<file path="src/rtl/vtag_pkg.sv">
package vtag_pkg;
    typedef enum logic [1:0] {
        PH_HEAD = 2'd0,
        PH_TAG  = 2'd1,
        PH_BODY = 2'd2
    } phase_e;
endpackage

</file>
<file path="src/rtl/vtag_ctx_reg.sv">
module vtag_ctx_reg #(
    parameter int FIELD_W = 16
) (
    input  logic               clk,
    input  logic               rst_n,
    input  logic               load,
    input  logic [FIELD_W-1:0] etype_in,
    input  logic [FIELD_W-1:0] tag_in,
    input  logic               ins_in,
    input  logic               fcs_in,
    output logic [FIELD_W-1:0] etype_cur,
    output logic [FIELD_W-1:0] tag_cur,
    output logic               ins_cur,
    output logic               fcs_cur
);
    typedef struct packed {
        logic [FIELD_W-1:0] etype;
        logic [FIELD_W-1:0] tag;
        logic               ins;
        logic               fcs;
    } ctx_t;

    ctx_t ctx_d, ctx_q, live;

    always_comb begin
        live.etype = etype_in;
        live.tag   = tag_in;
        live.ins   = ins_in;
        live.fcs   = fcs_in;
        ctx_d      = load ? live : ctx_q;
    end

    always_ff @(posedge clk) begin
        if (!rst_n) begin
            ctx_q <= '0;
        end else begin
            ctx_q <= ctx_d;
        end
    end

    // The start byte itself already sees its own context.
    assign etype_cur = ctx_d.etype;
    assign tag_cur   = ctx_d.tag;
    assign ins_cur   = ctx_d.ins;
    assign fcs_cur   = ctx_d.fcs;
endmodule

</file>
<file path="src/rtl/vtag_tag_mux.sv">
module vtag_tag_mux #(
    parameter int FIELD_W = 16,
    parameter int DATA_W  = 8,
    localparam int WORD_W = 2 * FIELD_W,
    localparam int N_BYTES = WORD_W / DATA_W,
    localparam int IDX_W = (N_BYTES > 1) ? $clog2(N_BYTES) : 1
) (
    input  logic [FIELD_W-1:0] etype,
    input  logic [FIELD_W-1:0] tag,
    input  logic [IDX_W-1:0]   idx,
    output logic [DATA_W-1:0]  byte_out
);
    logic [WORD_W-1:0] word;
    logic [DATA_W-1:0] slice [N_BYTES];

    assign word = {etype, tag};

    // Most significant byte leaves first.
    for (genvar k = 0; k < N_BYTES; k++) begin : g_slice
        assign slice[k] = word[WORD_W-1-k*DATA_W -: DATA_W];
    end

    always_comb begin
        byte_out = slice[0];
        for (int k = 0; k < N_BYTES; k++) begin
            if (idx == IDX_W'(k)) begin
                byte_out = slice[k];
            end
        end
    end
endmodule

</file>
<file path="src/rtl/vtag_inserter.sv">
module vtag_inserter #(
    parameter int DATA_W     = 8,
    parameter int FIELD_W    = 16,
    parameter int ADDR_BYTES = 12
) (
    input  logic               clk,
    input  logic               rst_n,
    input  logic               vlan_mode_en,
    input  logic [FIELD_W-1:0] tag_etype,
    input  logic               in_valid,
    output logic               in_ready,
    input  logic [DATA_W-1:0]  in_data,
    input  logic               in_sof,
    input  logic               in_eof,
    input  logic               in_vlan_req,
    input  logic               in_fcs_req,
    input  logic [FIELD_W-1:0] in_tag,
    output logic               out_valid,
    input  logic               out_ready,
    output logic [DATA_W-1:0]  out_data,
    output logic               out_sof,
    output logic               out_eof,
    output logic               out_fcs_append
);
    import vtag_pkg::*;

    localparam int TAG_BYTES = (2 * FIELD_W) / DATA_W;
    localparam int IDX_W     = (TAG_BYTES > 1) ? $clog2(TAG_BYTES) : 1;
    localparam int CNT_W     = $clog2(ADDR_BYTES + 1);

    typedef struct packed {
        phase_e             phase;
        logic [CNT_W-1:0]   cnt;
        logic [IDX_W-1:0]   tidx;
        logic               ov;
        logic [DATA_W-1:0]  od;
        logic               osof;
        logic               oeof;
        logic               ofcs;
    } st_t;

    st_t st_d, st_q;

    logic               adv;
    logic               take;
    logic               cap;
    logic [FIELD_W-1:0] etype_cur;
    logic [FIELD_W-1:0] tag_cur;
    logic               ins_cur;
    logic               fcs_cur;
    logic [DATA_W-1:0]  tag_byte;

    assign adv      = !st_q.ov || out_ready;
    assign in_ready = adv && (st_q.phase != PH_TAG);
    assign take     = in_valid && in_ready;
    assign cap      = take && in_sof;

    vtag_ctx_reg #(
        .FIELD_W (FIELD_W)
    ) u_ctx (
        .clk       (clk),
        .rst_n     (rst_n),
        .load      (cap),
        .etype_in  (tag_etype),
        .tag_in    (in_tag),
        .ins_in    (in_vlan_req && vlan_mode_en),
        .fcs_in    ((in_vlan_req && vlan_mode_en) || in_fcs_req),
        .etype_cur (etype_cur),
        .tag_cur   (tag_cur),
        .ins_cur   (ins_cur),
        .fcs_cur   (fcs_cur)
    );

    vtag_tag_mux #(
        .FIELD_W (FIELD_W),
        .DATA_W  (DATA_W)
    ) u_mux (
        .etype    (etype_cur),
        .tag      (tag_cur),
        .idx      (st_q.tidx),
        .byte_out (tag_byte)
    );

    always_comb begin
        st_d = st_q;
        if (adv) begin
            st_d.ov = 1'b0;
        end
        case (st_q.phase)
            PH_TAG: begin
                if (adv) begin
                    st_d.ov   = 1'b1;
                    st_d.od   = tag_byte;
                    st_d.osof = 1'b0;
                    st_d.oeof = 1'b0;
                    st_d.ofcs = fcs_cur;
                    st_d.tidx = st_q.tidx + 1'b1;
                    if (st_q.tidx == IDX_W'(TAG_BYTES - 1)) begin
                        st_d.phase = PH_BODY;
                        st_d.tidx  = '0;
                    end
                end
            end
            default: begin
                if (take) begin
                    st_d.ov   = 1'b1;
                    st_d.od   = in_data;
                    st_d.osof = in_sof;
                    st_d.oeof = in_eof;
                    st_d.ofcs = fcs_cur;
                    if (in_eof) begin
                        st_d.phase = PH_HEAD;
                        st_d.cnt   = '0;
                    end else if (st_q.phase == PH_HEAD) begin
                        if (st_q.cnt == CNT_W'(ADDR_BYTES - 1)) begin
                            st_d.cnt   = '0;
                            st_d.tidx  = '0;
                            st_d.phase = ins_cur ? PH_TAG : PH_BODY;
                        end else begin
                            st_d.cnt = st_q.cnt + 1'b1;
                        end
                    end
                end
            end
        endcase
    end

    always_ff @(posedge clk) begin
        if (!rst_n) begin
            st_q <= '{phase: PH_HEAD, default: '0};
        end else begin
            st_q <= st_d;
        end
    end

    assign out_valid      = st_q.ov;
    assign out_data       = st_q.od;
    assign out_sof        = st_q.osof;
    assign out_eof        = st_q.oeof;
    assign out_fcs_append = st_q.ofcs;
endmodule

</file>
<file path="config.mk">
export PLATFORM = sky130hd
export DESIGN_NAME = vtag_inserter
export DESIGN_NICKNAME = d
export VERILOG_FILES = /design/src/rtl/vtag_pkg.sv /design/src/rtl/vtag_ctx_reg.sv /design/src/rtl/vtag_tag_mux.sv /design/src/rtl/vtag_inserter.sv
export SDC_FILE = /design/constraint.sdc
export NUM_CORES = 1
export LEC_CHECK = 0
export BUFFER_PORTS_ARGS = -buffer_cell sky130_fd_sc_hd__buf_2
export CAP_MARGIN = 20
export CELL_PAD_IN_SITES_DETAIL_PLACEMENT = 1
export CELL_PAD_IN_SITES_GLOBAL_PLACEMENT = 1
export CORE_UTILIZATION = 42
export CTS_CLUSTER_SIZE = 24
export DETAILED_ROUTE_END_ITERATION = 10
export MAX_ROUTING_LAYER = met4
export PLACE_DENSITY_LB_ADDON = 0.1
export SYNTH_ARGS = -nofsm -noshare
export SYNTH_HDL_FRONTEND = slang
export SYNTH_HIERARCHICAL = 1
export SYNTH_SLANG_ARGS = --single-unit
</file>
<file path="constraint.sdc">
create_clock -name clk -period 2.7 [get_ports clk]
set_input_delay 0.27 -clock clk [delete_from_list [all_inputs] [get_ports clk]]
set_output_delay 0.27 -clock clk [all_outputs]
set_load 0.005 [all_outputs]
</file>
==> impl_results.md <==
* Core box area at around 6000 µm²
* Kind of end point of the critical path: flip-flop
* Vias in the first global route at roughly 1900
* Die width at 81.9 µm
* Post-synth top area cell: dfxtp_1
* Max incr delay on CP at ~500 ps
* Reg2Reg Depth at 8
* FF-to-FF Start: st_q[18]
* All-layer global routing usage at ~20%
* First-pass GRT wire length at 9.60 mm
* Routed Antenna Nets at 0
* Critical Path, Cell by Cell: nor2b_2 > nor3_1 > and2_2 > buf_12 > mux2_4 > mux4_2 > o221ai_1 > nor2_1
* Yosys top cell area share at between 40 and 50%
* Most used DFF post-synth: dfxtp_1
* Most common cell after layout, fill and taps aside: buf_2
* Final period util at 92.0%
* Final worst slack at 217 ps
* Initial antenna violation count at 0
* Post-Syn Area per Cell at between 10 and 15 µm²
* Total Wirelength at approximately 6.2 mm
* Vias per inst at 5.18
* Final hold violations at 0
* Final core utilization at between 50% and 60%
* Worst skew pair latency at between 300 and 400 ps
* I/O Buffers at 61
* GRT Residual Overflow at 0
* WS Path Type: reg2reg
* Crit path from: st_q[18]
* P&R area growth vs syn at 15.5%
* Total power at 1.66 mW
* GRT met1 Usage at about 28%
* IO Pins at 62
* Synthesis Warnings at 6
* CTS tree: done
* Final clock skew at roughly 3.7 ps
* Post-synth net total at around 290
* Fraction of registers with async set or reset after synthesis at 0%
* Status: completed
* Setup TNS at 0 ps
* CP max stage cell: mux4_2
* Initial Util at between 40% and 50%
* Post-DP HPWL at 4.44 mm
* Worst-path clk slew at approximately 100 ps
* Post-CTS sizing at 0
* R2r endpoint: out_data[7]
* Slew headroom at between 50 and 60%
* Syn Std Cell Area at around 2700 µm²
* Hold Crit Class: in2reg
* First drt pass iteration count at 4
* Die Ht at 81.9 µm
* Post-synthesis cell count at ~240
* Fin crit period at ~2500 ps
* RSZ-0062 raised after global routing: false
* Max IR drop VDD at approximately 0.26 mV
* DR vias at 1895
* P_leak at 1.36 nW
* Met3 Track Usage GR at 3.22%
* Initial drt markers at slightly below 100
* Clk buf depth at 2
* Nets@finish at 341
* Setup violators final at 0
* FMAX at 403 MHz
* Most frequent cells in the layout: 61 x buf_2, 54 x dfxtp_1, 33 x and2_1, 30 x mux2_4, 18 x nor2_1
* CTS Sinks at 54
* Largest net degree at the start of global routing at 38
* Max-cap check violation count at 0
* Pre-CTS setup slack at 108 ps
* Top cells by area, synth: dfxtp_1 40%, mux2_4 17%, and2_1 7.9%, mux4_2 6.7%, o221ai_1 2.6%
* EDFF count, synth at 0
* Post-synth cell types at 40
* Timing endpoint of the critical path: out_data[7]
* Wire per inst at around 17 µm
* DRC at 0
* CP max FO at 16
* Hold-fix buffers at CTS at 0
* Pins Over Slew Limit at 0
* H-tree depth at 2
* Power Density at roughly 540 nW/µm²
* Register bit total from synthesis at 54
* Worst endpoint required time at 2900 ps
* Diode count at 0
* # rows at 28
* Met2 usage at between 30% and 40%
* Die footprint at 6710 µm²
* Crit path DAT at ~2700 ps
* Placer Congestion at about 0.8
* Layout cell share with drive strength beyond 1 at 42.6%
* CTS Buf Count at 5
* Post-CTS setup buffer count at 0
* Clock root buffer: clkbuf_8
* FF-to-FF setup slack at 220 ps
* Seq/Total Area, Yosys at between 40% and 50%
* WHS Path Cells at 3
* Top Usage Layer GRT: met2
* Actual slew at the worst max-slew pin at ~640 ps
* Worst Setup Start Kind: flip-flop
==> metal layers <==
layer / up-vias / wire length (µm)
li1: 931 / -
met1: 916 / 3150
met2: 40 / 2790
met3: 8 / 230
met4: 0 / 65
met5: - / 0
==> area by class of cell <==
class | count | area [µm²]
Tap cell | 75 | 93.8
Clock buffer | 5 | 68.8
Fill cell | 707 | 2930
Timing Repair Buffer | 69 | 390
Clock inverter | 3 | 43.8
Sequential cell | 54 | 1080
Inverter | 2 | 7.51
Multi-Input combinational cell | 158 | 1410
==> state kept, by name, summed over array words and instances, names as in the netlist <==
signal	cells
out_fcs_append	1
out_sof	1
out_valid	1
u_ctx/ctx_q	34
out_eof	1
out_data	8
st_q	8
==> power breakdown <==
| part | internal, mW | switching [mW] |
|---|---|---|
| Clock | 0.279 | 0.280 |
| Combinational | 0.147 | 0.108 |
| Sequential | 0.835 | 0.0162 |
| Total | 1.26 | 0.404 |
==> synth_stat cells, types with 2 or more instances <==
cell,n
dfxtp_1,54
and2_1,34
mux2_4,30
nor2_1,18
buf_4,9
nand2_1,9
mux4_2,8
o221ai_1,8
a21boi_0,6
clkbuf_1,5
mux2_2,4
nor2b_1,4
buf_12,3
buf_6,3
nand3_1,3
o21ai_0,3
a21oi_1,2
a22oi_1,2
and2_4,2
ha_1,2
inv_1,2
mux2i_1,2
nand2b_1,2
nor3_1,2
nor3b_1,2
or4_1,2
==> worst min-delay path by stage <==
stage                     start              to  slack, ps
floorplan                 rst_n  u_ctx/ctx_q[0]        390
global placement    out_data[4]     out_data[4]        450
detailed placement  out_data[2]     out_data[2]        460
CTS                      in_sof         out_sof        250
global route             in_sof         out_sof        290
finish                   in_sof         out_sof        250
==> stage by stage <==
step / instances / instance area, µm² / hold WS (ps)
after floorplan: 235 / 2680 / 392
after CTS: 366 / 3100 / 251
after global routing: 366 / 3100 / 289
after detailed placement: 358 / 2980 / 456
after global placement: 358 / 2980 / 449
final: 366 / 3100 / 250
==> cells by family after synthesis <==
logic type	after synthesis	synth area share (%)
buffers and inverters	23	7.18
DFF	54	40.3
and+or+nand+nor	83	17.3
AOI/OAI and AO/OA	29	8.40
muxes	44	25.9
adders and majority gates	2	0.933
==> worst max-delay path: cells and delay by family (launching register included) <==
family | cells | cell delay, ps
muxes | 2 | 810
AOI/OAI and AO/OA | 1 | 170
buffers and inverters | 1 | 190
and+or+nand+nor | 4 | 820
DFF | 1 | 400
Note: power is estimated with default switching activity, not from simulation.
